File: src/rtl/bsp_pkg.sv
package bsp_pkg;

  localparam int unsigned BSP_WORD_W = 8;
  localparam int unsigned BSP_DIV_W  = 8;

  // Single-cycle strobes marking bit clock transitions.
  typedef struct packed {
    logic rise;
    logic fall;
  } bit_edges_t;

endpackage

File: src/rtl/bsp_clkgen.sv
module bsp_clkgen import bsp_pkg::*; #(
  parameter int DIV_W = BSP_DIV_W
) (
  input  logic             clk,
  input  logic             rst_n,
  input  logic             cfg_half,
  input  logic [DIV_W-1:0] cfg_div,
  output bit_edges_t       edges,
  output logic             bclk
);

  logic             half_ph_q, half_ph_d;
  logic [DIV_W-1:0] cnt_q, cnt_d;
  logic             bclk_q, bclk_d;
  logic [DIV_W-1:0] lim;
  logic [DIV_W:0]   lim_p1;
  logic [DIV_W-1:0] fall_at;
  logic             tick;
  logic             rise_s, fall_s;

  always_comb begin
    lim       = (cfg_div == '0) ? DIV_W'(1) : cfg_div;
    lim_p1    = {1'b0, lim} + 1'b1;
    fall_at   = lim_p1[DIV_W:1] - 1'b1;
    tick      = cfg_half ? half_ph_q : 1'b1;
    half_ph_d = ~half_ph_q;
    rise_s    = tick && (cnt_q >= lim);
    fall_s    = tick && (cnt_q == fall_at);
    cnt_d     = cnt_q;
    if (tick) begin
      cnt_d = rise_s ? '0 : cnt_q + 1'b1;
    end
    bclk_d = bclk_q;
    if (rise_s) begin
      bclk_d = 1'b1;
    end else if (fall_s) begin
      bclk_d = 1'b0;
    end
  end

  always_ff @(posedge clk or negedge rst_n) begin
    if (!rst_n) begin
      half_ph_q <= 1'b0;
      cnt_q     <= '0;
      bclk_q    <= 1'b0;
    end else begin
      half_ph_q <= half_ph_d;
      cnt_q     <= cnt_d;
      bclk_q    <= bclk_d;
    end
  end

  assign edges.rise = rise_s;
  assign edges.fall = fall_s;
  assign bclk       = bclk_q;

endmodule

File: src/rtl/bsp_tx.sv
module bsp_tx #(
  parameter int W = 8
) (
  input  logic         clk,
  input  logic         rst_n,
  input  logic         rise,
  input  logic         wr,
  input  logic [W-1:0] wdata,
  output logic         ready,
  output logic         fs,
  output logic         sd
);

  localparam int CW   = $clog2(W + 2);
  localparam int LAST = W + 1;

  logic [W-1:0]  thr_q, thr_d;
  logic          thr_full_q, thr_full_d;
  logic [W-1:0]  sh_q, sh_d;
  logic [CW-1:0] cnt_q, cnt_d;
  logic          fs_q, fs_d;
  logic          sd_q, sd_d;
  logic          slot_free, start, accept;

  always_comb begin
    slot_free  = (cnt_q == '0) || (cnt_q == CW'(LAST));
    start      = rise && thr_full_q && slot_free;
    accept     = wr && (!thr_full_q || start);
    thr_d      = accept ? wdata : thr_q;
    thr_full_d = accept ? 1'b1 : (start ? 1'b0 : thr_full_q);

    sh_d  = sh_q;
    cnt_d = cnt_q;
    fs_d  = fs_q;
    sd_d  = sd_q;
    if (rise) begin
      if (slot_free) begin
        sd_d = 1'b0;
        if (thr_full_q) begin
          sh_d  = thr_q;
          cnt_d = CW'(1);
          fs_d  = 1'b1;
        end else begin
          cnt_d = '0;
          fs_d  = 1'b0;
        end
      end else begin
        fs_d  = 1'b0;
        sd_d  = sh_q[W-1];
        sh_d  = {sh_q[W-2:0], 1'b0};
        cnt_d = cnt_q + 1'b1;
      end
    end
  end

  always_ff @(posedge clk or negedge rst_n) begin
    if (!rst_n) begin
      thr_q      <= '0;
      thr_full_q <= 1'b0;
      sh_q       <= '0;
      cnt_q      <= '0;
      fs_q       <= 1'b0;
      sd_q       <= 1'b0;
    end else begin
      thr_q      <= thr_d;
      thr_full_q <= thr_full_d;
      sh_q       <= sh_d;
      cnt_q      <= cnt_d;
      fs_q       <= fs_d;
      sd_q       <= sd_d;
    end
  end

  assign ready = ~thr_full_q;
  assign fs    = fs_q;
  assign sd    = sd_q;

endmodule

File: src/rtl/bsp_rx.sv
module bsp_rx #(
  parameter int W = 8
) (
  input  logic         clk,
  input  logic         rst_n,
  input  logic         fall,
  input  logic         fs_i,
  input  logic         sd_i,
  output logic         done,
  output logic [W-1:0] word
);

  localparam int CW = $clog2(W + 1);

  logic [CW-1:0] cnt_q, cnt_d;
  logic [W-1:0]  sh_q, sh_d;
  logic          done_q, done_d;

  always_comb begin
    cnt_d  = cnt_q;
    sh_d   = sh_q;
    done_d = 1'b0;
    if (fall) begin
      if (cnt_q == '0) begin
        if (fs_i) begin
          cnt_d = CW'(1);
        end
      end else begin
        sh_d = {sh_q[W-2:0], sd_i};
        if (cnt_q == CW'(W)) begin
          cnt_d  = '0;
          done_d = 1'b1;
        end else begin
          cnt_d = cnt_q + 1'b1;
        end
      end
    end
  end

  always_ff @(posedge clk or negedge rst_n) begin
    if (!rst_n) begin
      cnt_q  <= '0;
      sh_q   <= '0;
      done_q <= 1'b0;
    end else begin
      cnt_q  <= cnt_d;
      sh_q   <= sh_d;
      done_q <= done_d;
    end
  end

  assign done = done_q;
  assign word = sh_q;

endmodule

File: src/rtl/bsp_rxbuf.sv
module bsp_rxbuf #(
  parameter int W = 8
) (
  input  logic         clk,
  input  logic         rst_n,
  input  logic         push,
  input  logic [W-1:0] push_word,
  input  logic         rd,
  output logic [W-1:0] data,
  output logic         ready,
  output logic         ovr
);

  logic [W-1:0] rbr_q, rbr_d;
  logic         rbr_full_q, rbr_full_d;
  logic [W-1:0] drr_q, drr_d;
  logic         drr_full_q, drr_full_d;
  logic         ovr_q, ovr_d;
  logic         drr_free, move, rbr_avail;

  always_comb begin
    drr_free  = !drr_full_q || rd;
    move      = rbr_full_q && drr_free;
    rbr_avail = !rbr_full_q || move;

    rbr_d      = rbr_q;
    rbr_full_d = rbr_full_q;
    if (push && rbr_avail) begin
      rbr_d      = push_word;
      rbr_full_d = 1'b1;
    end else if (move) begin
      rbr_full_d = 1'b0;
    end

    drr_d      = drr_q;
    drr_full_d = drr_full_q;
    if (move) begin
      drr_d      = rbr_q;
      drr_full_d = 1'b1;
    end else if (rd) begin
      drr_full_d = 1'b0;
    end

    ovr_d = ovr_q;
    if (push && !rbr_avail) begin
      ovr_d = 1'b1;
    end else if (rd) begin
      ovr_d = 1'b0;
    end
  end

  always_ff @(posedge clk or negedge rst_n) begin
    if (!rst_n) begin
      rbr_q      <= '0;
      rbr_full_q <= 1'b0;
      drr_q      <= '0;
      drr_full_q <= 1'b0;
      ovr_q      <= 1'b0;
    end else begin
      rbr_q      <= rbr_d;
      rbr_full_q <= rbr_full_d;
      drr_q      <= drr_d;
      drr_full_q <= drr_full_d;
      ovr_q      <= ovr_d;
    end
  end

  assign data  = drr_q;
  assign ready = drr_full_q;
  assign ovr   = ovr_q;

endmodule

File: src/rtl/bsp_port.sv
module bsp_port import bsp_pkg::*; #(
  parameter int WORD_W = BSP_WORD_W,
  parameter int DIV_W  = BSP_DIV_W
) (
  input  logic              clk,
  input  logic              rst_n,
  input  logic              cfg_half,
  input  logic [DIV_W-1:0]  cfg_div,
  input  logic              tx_wr,
  input  logic [WORD_W-1:0] tx_data,
  output logic              tx_ready,
  input  logic              rx_rd,
  output logic [WORD_W-1:0] rx_data,
  output logic              rx_ready,
  output logic              rx_overrun,
  output logic              bclk_o,
  output logic              tx_fs_o,
  output logic              tx_sd_o,
  input  logic              rx_fs_i,
  input  logic              rx_sd_i
);

  // Reset: asserted asynchronously, released on the clock.
  logic rst_meta_q, rst_sync_q;

  always_ff @(posedge clk or negedge rst_n) begin
    if (!rst_n) begin
      rst_meta_q <= 1'b0;
      rst_sync_q <= 1'b0;
    end else begin
      rst_meta_q <= 1'b1;
      rst_sync_q <= rst_meta_q;
    end
  end

  bit_edges_t        edges;
  logic              rx_done;
  logic [WORD_W-1:0] rx_word;

  bsp_clkgen #(.DIV_W(DIV_W)) u_clkgen (
    .clk      (clk),
    .rst_n    (rst_sync_q),
    .cfg_half (cfg_half),
    .cfg_div  (cfg_div),
    .edges    (edges),
    .bclk     (bclk_o)
  );

  bsp_tx #(.W(WORD_W)) u_tx (
    .clk   (clk),
    .rst_n (rst_sync_q),
    .rise  (edges.rise),
    .wr    (tx_wr),
    .wdata (tx_data),
    .ready (tx_ready),
    .fs    (tx_fs_o),
    .sd    (tx_sd_o)
  );

  bsp_rx #(.W(WORD_W)) u_rx (
    .clk   (clk),
    .rst_n (rst_sync_q),
    .fall  (edges.fall),
    .fs_i  (rx_fs_i),
    .sd_i  (rx_sd_i),
    .done  (rx_done),
    .word  (rx_word)
  );

  bsp_rxbuf #(.W(WORD_W)) u_rxbuf (
    .clk       (clk),
    .rst_n     (rst_sync_q),
    .push      (rx_done),
    .push_word (rx_word),
    .rd        (rx_rd),
    .data      (rx_data),
    .ready     (rx_ready),
    .ovr       (rx_overrun)
  );

endmodule

File: config.mk
export PLATFORM = sky130hd
export DESIGN_NAME = bsp_port
export DESIGN_NICKNAME = d
export VERILOG_FILES = /design/src/rtl/bsp_pkg.sv /design/src/rtl/bsp_clkgen.sv /design/src/rtl/bsp_tx.sv /design/src/rtl/bsp_rx.sv /design/src/rtl/bsp_rxbuf.sv /design/src/rtl/bsp_port.sv
export SDC_FILE = /design/constraint.sdc
export NUM_CORES = 1
export LEC_CHECK = 0
export ABC_CLOCK_PERIOD_IN_PS = 2300
export BUFFER_PORTS_ARGS = -buffer_cell sky130_fd_sc_hd__buf_4
export CAP_MARGIN = 30
export CORE_MARGIN = 3
export CORE_UTILIZATION = 45
export DETAILED_ROUTE_END_ITERATION = 8
export SLEW_MARGIN = 40
export SYNTH_ARGS = -nofsm -noshare
export SYNTH_HDL_FRONTEND = slang
export SYNTH_SLANG_ARGS = --single-unit
File: constraint.sdc
create_clock -name clk -period 2.3 [get_ports clk]
set_input_delay 0.23 -clock clk [delete_from_list [all_inputs] [get_ports clk]]
set_output_delay 0.23 -clock clk [all_outputs]
set_load 0.02 [all_outputs]
# --- Word level (Yosys, flattened, before mapping) ---
# Index checks and enable logic that the tools add are counted.
word_totals:
  ff_bits: 67
  latch_bits: 0
  ram_bits: 0
  romBits: 0
  n_memories: 0
op_classes:
  n_addsub: 5
  multipliers: 0
  div_mod_pow: 0
  n_lt_le_gt_ge: 1
  n_eq_ne: 5
  n_shift: 0
  mux: 25
  bitwise_logic: 3
  reduce_logical: 27
op_table:
  columns: ["cell", "count"]
  rows:
  - ["$mux 8", 4]
  - ["$mux 1", 17]
  - ["$mux 4", 4]
  - ["$reduce_bool 2->1", 5]
  - ["$add 8x1->9 const B", 1]
  - ["$add 4x1->4 const B", 2]
  - ["$add 8x1->8 const B", 1]
  - ["$eq 4x4->1 const B", 2]
  - ["$eq 8x8->1", 1]
  - ["$ge 8x8->1", 1]
  - ["$logic_and 1x1->1", 8]
  - ["$logic_not 4->1", 2]
  - ["$logic_not 8->1", 1]
  - ["$sub 8x1->8 const B", 1]
  - ["$reduce_and 2->1", 3]
  - ["$logic_not 1->1", 4]
  - ["$logic_or 1x1->1", 4]
  - ["$not 1->1", 3]
  - ["$ne 2x1->1 const B", 1]
  - ["$ne 2x2->1 const B", 1]

# --- Depth between registers and ports, before layout ---
# Gate-level depths: netlist (run 1).
depth:
  ltp_word: 9
  ltp_mapped: 11
  depth_no_buf: 10

# --- Cells and area by module ---
# Synthesis (run 1) repeated with hierarchy kept, for this count alone.
hier_totals:
  hier_cells: 309
  hier_area_um2: 3449.6
modules_own_cells:
  columns: ["mod", "instances", "cells_per_inst", "area_each_um2", "seq_area_each_um2"]
  rows:
  - ["bsp_tx", 1, 102, 1132.3, 575.6]
  - ["bsp_clkgen", 1, 117, 965.9, 250.2]
  - ["bsp_rxbuf", 1, 43, 715.7, 475.5]
  - ["bsp_rx", 1, 44, 581.8, 325.3]
  - ["bsp_port", 1, 3, 53.8, 50.0]

# --- Worst setup path after synthesis (run 1) ---
# OpenSTA, ideal clock, no wires.
synth_path:
  path_kind: "input to register"
  start: "in cfg_div[3]"
  end: "reg u_tx.thr_q[0]"
  arrival_time_ps: 3127
  setup_slack_ps: -952
  cell_stages: 11
  n_path_buf: 2
  path_cell_list: "buf_6 or4_4 o41ai_1 ha_1 nand2b_1 a21o_1 a21o_1 a41oi_1 o41a_1 clkbuf_1 mux2_2"
synth_via:
  elab_chain_cells: 8
synth_lines:
  columns: ["element", "line_no", "text"]
  rows:
  - ["from (decl)", "bsp_port.sv:8", "input logic [DIV_W-1:0] cfg_div,"]
  - ["$logic_not 8->1", "bsp_clkgen.sv:22", "lim = (cfg_div == '0) ? DIV_W'(1) : cfg_div;"]
  - ["$mux 8 (*)", "bsp_clkgen.sv:22", null]
  - ["$ge 8x8->1 (*)", "bsp_clkgen.sv:27", "rise_s = tick && (cnt_q >= lim);"]
  - ["$logic_and 1x1->1 (*)", "bsp_clkgen.sv:27", null]
  - ["$logic_and 1x1->1 (*) (2 in series)", "bsp_tx.sv:27", "start = rise && thr_full_q && slot_free;"]
  - ["$logic_or 1x1->1 (*)", "bsp_tx.sv:28", "accept = wr && (!thr_full_q || start);"]
  - ["$logic_and 1x1->1 (*)", "bsp_tx.sv:28", null]
  - ["to (signal assigned)", "bsp_tx.sv:65", "thr_q <= thr_d;"]
  - ["to (decl)", "bsp_tx.sv:17", "logic [W-1:0] thr_q, thr_d;"]
# Mark *: on every way between the ends. The rest lies on a longest branch, timed or not.
# A chain may end at the register's enable or synchronous reset.

# --- Final worst setup path (run 1) ---
layout_path:
  start: "in cfg_div[6]"
  end: "reg u_tx.thr_q[7]"
# The elaborated chain is that of the path after synthesis.

==> results.md, run 1 <==
- The post-route non-filler standard cell count is 503.
- The combined global-route utilization of all metal layers is between 10% and 20%.
- The fraction of layout instances using a drive strength above 1 is 46.5%.
- Counting every sink on the clock net gives 67.
- The total power per unit cell area is between 900 and 1000 mW/mm^2.
- The final global-route overflow total is 0.
- The cell type group with the largest total delay on the critical path is compound AO/OA/AOI/OAI gates.
- The capturing element type of the critical path is a flop.
- The library cell used most frequently in the layout, excluding fill and tap cells, is buf_4.
- The maximum clock frequency is 368 MHz.
- After synthesis the cells add up to 0.00345 mm^2.
- The Yosys step of the flow raised 0 warnings.
- The total count of max-transition violations in the final report is 0.
- The maximum cell stage delay along the critical path is approximately 560 ps.
- The critical path arrival is just under 3000 ps.
- The start-to-end type of the worst setup path is in2reg.
- Dividing the detail-routed wire length by the instance count gives 13.7 um.
- The hold violation count in the final report is 0.
- The peak supply drop is 0.532 mV.
- STA puts the critical path data required time at 2510 ps.
- The buffer levels on the longest clock path is 2.
- Walking the worst path, the cells encountered are buf_6 -> or4_4 -> buf_4 -> o41ai_2 -> buf_4 -> ha_4 -> nand2b_4 -> a21o_1 -> a21o_1 -> a41oi_4 -> o41a_1 -> buf_12 -> mux2_4.
- Measured on the finished design, the core utilization comes to 64.9%.
- The number of buffers added on ports is 36.
- Setup repair after global routing could not meet its margin everywhere.
- The number of antenna violations at the first check in global routing is 0.
- The clock reaches the later pin of the worst-skew pair after 330 ps.
- The slowest stage of the critical path belongs to the cell or4_4.
- For the final database, setup skew stands at 9.43 ps.
- Counting every instance in the synthesized netlist gives 303.
- The die covers 0.00876 mm^2.
- The setup TNS is -13840 ps.
- The mean area per synthesized cell is 11.4 um^2.
- The H-tree generated during clock tree synthesis spans 3 levels.
- The flow ran to the end, but the final reports show violations.
- The setup violation total in the final timing report is 44.
- The library cells used most frequently in the layout, excluding fill and tap cells, are buf_4 (79), dfrtp_1 (66), mux2_2 (30).
- The final route contains 2578 vias.
- The wire length reported by the detailed router is 6.92 mm.
- Compared with the post-synthesis result, the final layout area differs by 37.9%.
- The initial utilization of the core area, before any placement, comes to 47.1%.
- In this run the count of I/O pins placed on the die edge is 37.
- Entering global routing, the biggest net connects 30 pins.
- Once detail routing completed, the nets flagged for antenna violations numbered 0.
- The post-synthesis sequential area ratio is 48.6%.
- Counting flops with an async set or reset pin after synthesis yields a share of 100%.
- The path class of the tightest hold or removal check is in2reg.
- Before CTS, the worst setup slack after placement is -807 ps.
- dfrtp_1 takes more of the synthesized area than any other cell.
- The number of nets handed over by synthesis was 341.
- STA classifies the critical path startpoint as an input port.
- The repair_antennas step left the layout with diodes totalling 0.
- For this run, the post-layout net count is 437.
- The first detailed-routing pass took 4 iterations.
- The portion of the clock cycle consumed by the worst path in the final layout is 118%.
- The number of clock buffers inserted by TritonCTS is 9.
- The die is 93.6 um tall.
- By area the synthesized netlist is led by dfrtp_1 (49%), mux2_2 (16%), ha_1 (5.4%).
- The checks that failed: negative setup slack.
- The cell row count is 31.
- The final design area excluding fillers is 0.00476 mm^2.
- The post-detailed-placement half-perimeter wirelength is 5.03 mm.
- For this run, the leading register cell type out of synthesis is dfrtp_1.
- In this run, the number of DRC markers left after iteration 0 of detailed routing was 48.
- Counting distinct cell types in the post-synthesis netlist gives 54.
- The core region is 0.00733 mm^2.
- In this run, placement finished with an instance count of 475.
- The number of global-route vias before repair is 2581.
- The CTS clock-pin slew for the worst setup and hold paths is 80 ps.
- The worst-case setup margin in the final layout is -421 ps.
- The worst path buffer plus inverter count is 4.
- The area share of the largest cell type after synthesis is between 40 and 50%.
- The cell area after placement is 0.00425 mm^2.
- The die is 93.6 um wide.
- The wire length of the first global-routing pass is 12.2 mm.
- The final weighted congestion in routability-driven placement is 0.784.
- Max-cap violations in this run came to 0.
- TritonCTS built the clock tree.
- The via density per instance is 5.13.
- In the routed design, unresolved DRC markers number 0.
- The tree is rooted in a clkbuf_8.
- At the pin with the least slew margin, the transition time is 609 ps.
- The relative max-transition margin is 59.4%.
- The standby leakage power is 2.30 nW.
- Yosys mapped a number of flops with a built-in enable equal to 0.
- Synthesis inferred 67 register bits.
- The largest fanout on the critical path is 8.
- The post-layout minimum cycle time is approximately 2700 ps.
[report_power, final]
group	internal [mW]	switching (mW)	leakage, nW
Combinational	1.05	0.897	1.32
Clock	0.534	0.448	0.0922
Sequential	1.41	0.202	0.887
Total	3.00	1.55	2.30
[flip-flops by register name, indices dropped and copies added, names as in the netlist, 4 cells and up]
| register | cells |
|---|---|
| u_rxbuf.rbr_q | 8 |
| u_tx.sh_q | 8 |
| u_tx.cnt_q | 4 |
| u_tx.thr_q | 8 |
| u_clkgen.cnt_q | 8 |
| u_rx.cnt_q | 4 |
| u_rx.word | 8 |
| u_rxbuf.data | 8 |
[stage by stage]
stage,hold slack [ps],power (mW)
floorplan,-65.6,2.64
global placement,12.7,3.14
detailed placement,13.4,3.17
CTS,39.2,4.45
global route,43.3,4.89
finish,53.1,4.55
[logic make-up after synthesis]
family | Yosys count | synth area share (%)
flip-flops | 67 | 48.6
buffers and inverters | 29 | 3.37
AND/OR/NAND/NOR | 85 | 13.3
XOR/XNOR | 13 | 3.30
multiplexers | 51 | 16.5
other | 1 | 0.109
adder cells (fa/ha/maj) | 15 | 5.44
AO/OA/AOI/OAI | 42 | 9.39
[path summary, 6_finish.rpt]
kind                              startpoint                to  slack [ps]  cells past startpoint
setup / recovery                  cfg_div[6]     u_tx.thr_q[7]        -420                     13
hold / removal                         rx_rd       u_rxbuf.ovr          50                      2
setup reg to reg           u_clkgen.cnt_q[3]      u_rx.word[2]          60                      7
max in group asynchronous         rst_sync_q         u_rx.done        1330                      1
hold reg to reg                   rst_sync_q  u_rxbuf.rbr_q[0]         290                      0
min in group asynchronous              rst_n        rst_sync_q         220                      2
[worst register-to-register path, stage by stage, from the launching register on]
cell and delay, ps:
dfrtp_1 440, xor2_1 210, or4_1 420, a31oi_1 200, o2111ai_2 190, nor3_4 200
buf_12 160, mux2_4 300
[Yosys cell counts, drive strengths merged (2+ instances only)]
master  count
dfrtp      67
mux2       48
inv        22
nand2      21
nor2       16
ha         15
nor3       10
o21ai      10
xnor2       9
nand3       8
clkbuf      6
a21oi       5
nand2b      5
o211ai      5
nor2b       4
xor2        4
and3        3
mux2i       3
nor3b       3
nor4        3
a211oi      2
a21o        2
a31oi       2
and4        2
o22ai       2
o31ai       2
o41ai       2
or3         2
or4         2
[layer usage]
layer	vias up	part of all wire [%]	track usage (%)	wire, um
met2	33	47	26.8	3270
met5	-	0	0	0
met1	1264	49	24.9	3390
met4	0	0.64	5.05	44
li1	1277	-	-	-
met3	4	3.0	4.59	205
[repair_timing]
| action | CTS | global route |
|---|---|---|
| hold buffers | 1 | 0 |
| endpoints found under the setup margin | 44 | 44 |
| endpoints found under the hold margin | 2 | 0 |
| gates resized for setup | 33 | 12 |
| setup buffers | 7 | 4 |
| pin swaps | 12 | 3 |
[final cells by class]
cell class	count	area [um^2]
clock inverters	5	61.3
flip-flops and latches	67	1680
multi-input cells	207	1910
inverters	22	82.6
fillers	564	2570
clock buffers	11	141
well taps	99	124
repair buffers	92	764
Note: power is estimated with default switching activity, not from simulation.
==> inputs of run 2 (changes only) <==
Settings changed: RECOVER_POWER from default to 25.
==> run 2 against run 1 <==
Against the previous run: the run still ends with negative setup slack left; sequential power hardly changed; cell count is the same; worst hold slack about the same; register-to-register slack about the same; first-iteration DRC count is the same; combinational power about the same; clock skew barely moved; highest routed layer unchanged; largest power group unchanged; clock power about the same.
==> results.md, run 2 (same netlist as run 1, synthesis figures left out) <==
- The total power consumption of the routed design is 4.55 mW (about the same).
- The post-placement cell count is 475 (unchanged).
- The final reports fail on negative setup slack.
- The antenna cell count is 0 (unchanged).
- The I/O pin count is 37 (unchanged).
- The number of buffers added on ports came to 36 (unchanged).
- The cell sitting at the root of the clock tree is a clkbuf_8.
- The fraction of layout instances using a drive strength above 1 was 46.0% (-0.50 points).
- The critical path arrival is 2930 ps (about the same).
- The wire length reported by the detailed router is 6.92 mm (about the same).
- The setup violation total in the final timing report is 44 (unchanged).
- The depth of the worst hold-timing path is 2 (unchanged).
- The maximum clock frequency was 368 MHz (about the same).
- The combinational share of power is 42.9% (about the same).
- In the layout the commonest cells are buf_4 (78), dfrtp_1 (67), mux2_2 (30).
- The net total in the final layout is 437 (unchanged).
- The flow ran to the end, but the final reports show violations.
- The maximum cell stage delay along the critical path was 560 ps (about the same).
- The die area is 0.00876 mm^2 (unchanged).
- The buffer levels on the longest clock path came to 2 (unchanged).
- The number of antenna violations at the first check in global routing is 0 (unchanged).
- The number of clock buffers inserted by TritonCTS is 9 (unchanged).
- The post-detailed-placement half-perimeter wirelength is 5.03 mm (unchanged).
- The total count of max-transition violations in the final report came to 0 (unchanged).
- The number of clock sinks seen by CTS came to 67 (unchanged).
- The via density per instance came to 5.13 (unchanged).
- The area occupied by multi-input gates is 0.00191 mm^2 (unchanged).
- The worst-case setup margin in the final layout came to -421 ps (+0.0470 ps).
- The minimum setup slack after placement is -807 ps (unchanged).
- The starting density of the core is 47.1% (unchanged).
- The power dissipated by switching net loads came to 1.55 mW (about the same).
- The slowest cell on the critical path is or4_4.
- The final setup skew is 9.44 ps (+0.00494 ps).
- The cell area after placement was 0.00425 mm^2 (unchanged).
- The number of fill cells in the layout was 564 (unchanged).
- The count of cells along the worst register-to-register path is 7 (unchanged).
- Setup repair after global routing could not meet its margin everywhere.
- The worst setup path is of the in2reg kind.
- The cell count along the critical path is 13 (unchanged).
- The final weighted congestion in routability-driven placement is 0.784 (unchanged).
- The required time at the endpoint of the critical path is 2510 ps (about the same).
- TritonCTS built the clock tree.
- The CTS clock-pin slew for the worst setup and hold paths came to 80 ps (about the same).
- The worst path buffer plus inverter count is 4 (unchanged).
- The hold slack was 53.1 ps (+0.0125 ps).
- The net switching share of the total power is 34.0% (about the same).
- The die boundary height came to 93.6 um (unchanged).
- In this run the worst hold path is classified as in2reg.
- The hold violation count in the final report is 0 (unchanged).
- In this design, the largest share of critical-path delay is due to compound AO/OA/AOI/OAI gates.
- The number of violations of the max-capacitance limit is 0 (unchanged).
- The number of iterations in the first detailed-routing pass is 4 (unchanged).
- The largest fanout on the critical path is 8 (unchanged).
- The largest net degree at the start of global routing is 30 (unchanged).
- The H-tree level count is 3 (unchanged).
- The number of global-route vias before repair came to 2581 (unchanged).
- The die extent in x was 93.6 um (unchanged).
- The standby leakage power is 2.30 nW (-0.11%).
- The capturing element type of the critical path is a flop.
- The critical path goes through buf_6 -> or4_4 -> buf_4 -> o41ai_2 -> buf_4 -> ha_4 -> nand2b_4 -> a21o_1 -> a21o_1 -> a41oi_4 -> o41a_1 -> buf_12 -> mux2_4.
- The final global-route overflow total is 0 (unchanged).
- The cell row count is 31 (unchanged).
- The slew at the pin with the worst max-slew slack is 1120 ps (+509 ps).
- The combined global-route utilization of all metal layers came to 17.6% (unchanged).
- The floorplan core area is 0.00733 mm^2 (unchanged).
- The post-route non-filler standard cell count was 503 (unchanged).
- STA classifies the critical path startpoint as an input port.
- The relative max-transition margin was 25.4% (-34 points).
- The detail-routed net length per standard cell is 13.8 um (about the same).
- The total number of vias came to 2578 (unchanged).
- The library cell used most frequently in the layout, excluding fill and tap cells, is buf_4.
- The internal portion of total power is 3.00 mW (about the same).
- The total area of sequential cells is 0.00168 mm^2 (about the same).
- The proportion of power drawn by flip-flops and latches is 35.5% (about the same).
- The number of remaining DRC errors came to 0 (unchanged).
- The post-layout minimum cycle time was 2720 ps (-0.0470 ps).
- The wire length of the first global-routing pass is 12.2 mm (unchanged).
- The clock latency at the later pin of the worst-skew pair was 330 ps (about the same).
- The total power per unit cell area is 957 mW/mm^2 (about the same).
- The violation count after the first detailed-route iteration is 48 (unchanged).
- The peak supply drop is 0.532 mV (about the same).
- The final antenna-violating net count is 0 (unchanged).
- From synthesis to final layout, the design area changed by 37.7%.
- The portion of the clock cycle consumed by the worst path in the final layout is 118% (about the same).
- The final design area excluding fillers is 0.00475 mm^2 (-0.11%).
- The relative contribution of the clock network to total power is 21.6% (about the same).
[run 2: cell count changes in the layout (fill, tap and decap cells not counted), sizes merged]
cell / change
buf: -1
clkbuf: +1
[run 2: power groups by stage]
stage	Combinational, mW	Clock (mW)	Sequential (mW)
finish	1.95	0.983	1.62
global placement	1.52	0	1.62
CTS	1.83	1.01	1.61
detailed placement	1.54	0	1.63
global route	2.16	1.07	1.66
floorplan	1.02	0	1.62
[run 2: area by class of cell]
type                            instances  area share, %
Multi-Input combinational cell        207           40.1
Sequential cell                        67           35.3
Timing Repair Buffer                   92           16.0
Clock buffer                           11           2.97
Tap cell                               99           2.61
Inverter                               22           1.74
Clock inverter                          5           1.29
[run 2: metrics by stage]
| step | util [%] | setup TNS, ps |
|---|---|---|
| 6_report | 64.8 | -13840 |
| 3_5_place_dp | 58.0 | -29940 |
| 2_1_floorplan | - | -16480 |
| 5_1_grt | 64.8 | -17170 |
| 3_3_place_gp | 58.0 | -28360 |
| 4_1_cts | 63.8 | -9010 |
[run 2: worst paths after layout]
path / start / to / slack (ps)
min in group asynchronous: rst_n / rst_sync_q / 220
hold reg to reg: rst_meta_q / rst_sync_q / 360
setup reg to reg: u_clkgen.cnt_q[3] / u_rx.word[2] / 60
max in group asynchronous: rst_sync_q / u_rx.done / 960
setup / recovery: cfg_div[6] / u_tx.thr_q[7] / -420
hold / removal: rx_rd / u_rxbuf.ovr / 50
[run 2: what timing repair did]
action,4_1_cts,5_1_grt
gates resized for setup,33,12
endpoints found under the hold margin,2,0
hold buffers,1,0
pin swaps,12,3
setup buffers,7,4
endpoints found under the setup margin,44,44
[run 2: per-layer routing]
layer	global-route usage, %	vias to the layer above	wire length, um	share of wire (%)
met5	0	-	0	0
met4	5.05	0	44	0.64
met3	4.59	4	205	3.0
met2	26.8	33	3270	47
met1	24.9	1264	3390	49
li1	-	1277	-	-
==> inputs of run 3 (changes only) <==
Settings changed: SYNTH_HIERARCHICAL from default to 1.
==> run 3 against run 2 <==
Against the previous run: the flow still finishes with violations (negative setup slack); first-iteration DRC count is 15% lower; synthesized area hardly changed; worst hold slack better by 2.2 ps; non-clock buffer count is 12 lower; clock power is 15% higher; register-to-register slack worse by 270 ps; critical path type unchanged; largest power group is now registers; flip-flop and latch count stayed put.
==> results.md, run 3 <==
- The most crowded layer after global routing is met2.
- The total power consumption of the routed design was 4.06 mW (-11%).
- Ranked by instance count, the synthesized netlist is headed by dfrtp_1 (67), mux2_2 (34), nand2_1 (25).
- The die extent in x is 93.6 um (about the same).
- The reg-to-reg setup timing slack is -210 ps (-270 ps).
- The critical path arrival is 3090 ps (+160 ps).
- The capturing element type of the critical path is a flop.
- The detail-routed net length per standard cell is 14.4 um (+4.9%).
- The fraction of met1 tracks used by global routing came to 22.0% (-3.0 points).
- The post-synthesis sequential area ratio came to 48.6% (about the same).
- By area, the combinational part of the netlist is dominated by simple AND/OR/NAND/NOR gates.
- The via density per instance is 5.14 (+0.37%).
- The number of violations of the max-capacitance limit came to 0 (unchanged).
- The met3 layer usage reported by global route is 3.94% (-0.64 points).
- The slew at the pin with the worst max-slew slack came to 1060 ps (-55.8 ps).
- The multiplexer share of the synthesized area was 11.5% (-5.0 points).
- The worst setup path is launched from an input port.
- Following the worst setup path forward leads to its endpoint at u_tx/thr_q[7].
- The leading register cell type out of synthesis is dfrtp_1.
- The final antenna-violating net count came to 0 (unchanged).
- In the layout the commonest cells are buf_4 (68), dfrtp_1 (67), mux2_2 (29).
- The combined global-route utilization of all metal layers is 17.2% (-0.42 points).
- The worst-case setup margin in the final layout is -566 ps (-145 ps).
- The area share of the largest cell type after synthesis came to 48.6% (about the same).
- The total number of vias was 2531 (-1.8%).
- The post-synthesis share of cell area spent on xor and xnor gates was 3.26% (-0.035 points).
- The warning count from the yosys run is 6 (+6).
- The library cell used most frequently in the layout, excluding fill and tap cells, is buf_4.
- The cell area after synthesis came to 0.00345 mm^2 (about the same).
- The final global-route overflow total is 0 (unchanged).
- The total power per unit cell area was 884 mW/mm^2 (-7.7%).
- The floorplan core area is 0.00733 mm^2 (unchanged).
- The number of remaining DRC errors is 0 (unchanged).
- The net total in the final layout is 426 (-2.5%).
- The net switching share of the total power came to 32.1% (-1.9 points).
- The count of flip-flops with a built-in enable after synthesis is 0 (unchanged).
- The fraction of the mapped netlist area in adder cells is 5.44% (about the same).
- The flow ran to the end, but the final reports show violations.
- The post-detailed-placement half-perimeter wirelength is 5.02 mm (-0.14%).
- The die area is 0.00875 mm^2 (about the same).
- The die boundary height is 93.6 um (about the same).
- The fraction of layout instances using a drive strength above 1 was 44.8% (-1.3 points).
- The violation count after the first detailed-route iteration was 41 (-15%).
- By area the synthesized netlist is led by dfrtp_1 (49%), mux2_2 (11%), ha_1 (5.4%).
- The count of cells along the worst register-to-register path is 10 (+3).
- The mean area per synthesized cell is 11.2 um^2 (-2.0%).
- The net count after synthesis is 347 (+1.8%).
- The source of the worst register-to-register timing path is u_clkgen/cnt_q[3].
- The required time at the endpoint of the critical path is 2520 ps (about the same).
- The clock latency at the later pin of the worst-skew pair is 340 ps (about the same).
- The biggest area contributor in the post-synthesis netlist is dfrtp_1.
- The post-layout minimum cycle time came to 2870 ps (+145 ps).
- The number of clock buffers inserted by TritonCTS came to 9 (unchanged).
- The hold slack is 55.3 ps (+2.21 ps).
- The number of iterations in the first detailed-routing pass came to 4 (unchanged).
- The total count of max-transition violations in the final report came to 0 (unchanged).
- The buffer levels on the longest clock path is 2 (unchanged).
- The critical path is of the in2reg type.
- The internal portion of total power is 2.76 mW (-8.2%).
- The final setup skew is 9.90 ps (+0.463 ps).
- The CTS clock-pin slew for the worst setup and hold paths came to 70 ps (about the same).
- Setup repair after global routing could not meet its margin everywhere.
- The final weighted congestion in routability-driven placement is 0.747 (-4.8%).
- The I/O pin count came to 37 (unchanged).
- The area fraction in compound gates after synthesis is 11.6% (+2.2 points).
- The portion of the clock cycle consumed by the worst path in the final layout is 125% (+6.3 points).
- The timing startpoint of the critical path is cfg_div[5].
- The number of global-route vias before repair is 2596 (+0.58%).
- The area growth from synthesis to layout is 33.3%.
- The async set-or-reset flop fraction in the synthesized netlist was 100% (unchanged).
- The checks that failed: negative setup slack.
- The number of library cell types mapped by synthesis is 61 (+13%).
- The peak supply drop is 0.447 mV (-16%).
- The starting density of the core is 47.1% (about the same).
- The cell with the most instances after synthesis is dfrtp_1.
- The cell row count is 31 (unchanged).
- The root buffer cell chosen for the clock tree is clkbuf_8.
- The largest net degree at the start of global routing is 43 (+43%).
- The tightest min-delay check is of the in2reg type.
- The relative contribution of the clock network to total power is 27.7% (+6.1 points).
- The simple-gate area share of the yosys netlist came to 15.8% (+2.5 points).
- The wire length reported by the detailed router was 7.10 mm (+2.6%).
- The endpoint identified for the worst register-to-register timing path is u_tx/thr_q[7].
- The instance count of the mapped netlist is 309 (+2.0%).
- The number of clock sinks seen by CTS is 67 (unchanged).
- The power dissipated by switching net loads was 1.30 mW (-16%).
- The proportion of power drawn by flip-flops and latches is 39.2% (+3.7 points).
- The antenna cell count is 0 (unchanged).
- The relative max-transition margin is 29.1% (+3.7 points).
- The hold violation count in the final report is 0 (unchanged).
- The flip-flop and latch count after synthesis was 67 (unchanged).
- The setup violation total in the final timing report is 44 (unchanged).
- The number of antenna violations at the first check in global routing was 0 (unchanged).
- The standby leakage power is 2.25 nW (-2.1%).
- The combinational share of power is 33.1% (-9.8 points).
- The met2 routing resource usage after global routing is 28.9% (+2.1 points).
- The number of buffers added on ports is 36 (unchanged).
- The largest fanout on the critical path came to 5 (-3).
- The H-tree level count was 3 (unchanged).
- The TritonCTS clock tree is built.
- The wire length of the first global-routing pass came to 11.9 mm (-2.4%).
- The maximum clock frequency is 349 MHz (-5.1%).
run 3: cell count changes in the layout (fill, tap and decap cells not counted), moves of 5 or more:
cell,before,now
mux2_4,18,5
buf_4,78,68
a221o_1,1,7
nand3_1,8,14
nor2_1,11,6
o211ai_1,5,0
o21ai_0,4,9
run 3: area by class of cell:
type	count	area, um^2
Clock buffer	11	151
Tap cell	99	124
Sequential cell	67	1680
Clock inverter	5	85.1
Timing Repair Buffer	80	648
Inverter	19	73.8
Multi-Input combinational cell	211	1840
Fill cell	606	2730
run 3: how the worst min path moves through the flow:
stage / from / to / slack, ps / cells after the start
detailed placement: rst_n / rst_meta_q / 10 / 1
finish: rx_rd / u_rxbuf/ovr / 60 / 2
global placement: rst_n / rst_meta_q / 10 / 1
CTS: rx_rd / u_rxbuf/ovr / 40 / 2
global route: rx_rd / u_rxbuf/ovr / 40 / 2
floorplan: rst_n / rst_meta_q / -70 / 0
run 3: cells by family (layout without fill, tap and decap cells):
family | count (synthesis) | count (layout)
and+or+nand+nor | 98 | 98
muxes | 35 | 35
buffers and inverters | 31 | 115
adders and majority gates | 15 | 15
AOI/OAI and AO/OA | 50 | 50
DFF | 67 | 67
other | 1 | 1
xor gates and xnor gates | 12 | 12
run 3: stage by stage:
stage / setup TNS [ps] / cell area [um^2] / setup WS [ps] / utilization, % / std cells
after floorplan: -27390 / 3540 / -871 / - / 309
after global placement: -35080 / 4160 / -929 / 56.8 / 470
after detailed placement: -37160 / 4160 / -1010 / 56.8 / 470
after CTS: -18880 / 4550 / -575 / 62.1 / 493
after global routing: -21290 / 4600 / -624 / 62.7 / 492
final: -17940 / 4600 / -566 / 62.7 / 492
run 3: repair_timing:
item | CTS | global route
endpoints found under the hold margin | 2 | 0
gates resized for setup | 27 | 20
cloned | 0 | 1
hold buffers | 1 | 0
buffers inserted | 7 | 2
pin swaps | 12 | 12
endpoints found under the setup margin | 44 | 45
run 3: power groups by stage:
stage / clock network [mW] / logic, mW / registers [mW]
after floorplan: 0 / 0.815 / 1.58
after global placement: 0 / 1.21 / 1.61
after detailed placement: 0 / 1.24 / 1.61
after CTS: 1.16 / 1.32 / 1.59
after global routing: 1.21 / 1.49 / 1.62
final: 1.13 / 1.35 / 1.59
run 3: per-layer routing:
metal  vias to the layer above  wire length (um)  share of wire, %
met5                         -                 0                 0
met4                         0                72               1.0
met3                         7               210               3.0
met2                        28              3670                52
met1                      1230              3140                44
li1                       1266                 -                 -
run 3: worst max-delay path, stage by stage:
cell and delay [ps]:
buf_6 90, or3_4 380, or4_4 440, o21bai_1 180
ha_1 140, nand2b_4 120, a2111oi_4 70, o311ai_2 310
nand2_2 130, inv_4 120, nand2_4 50, o32ai_4 290
buf_4 200, mux2_2 330
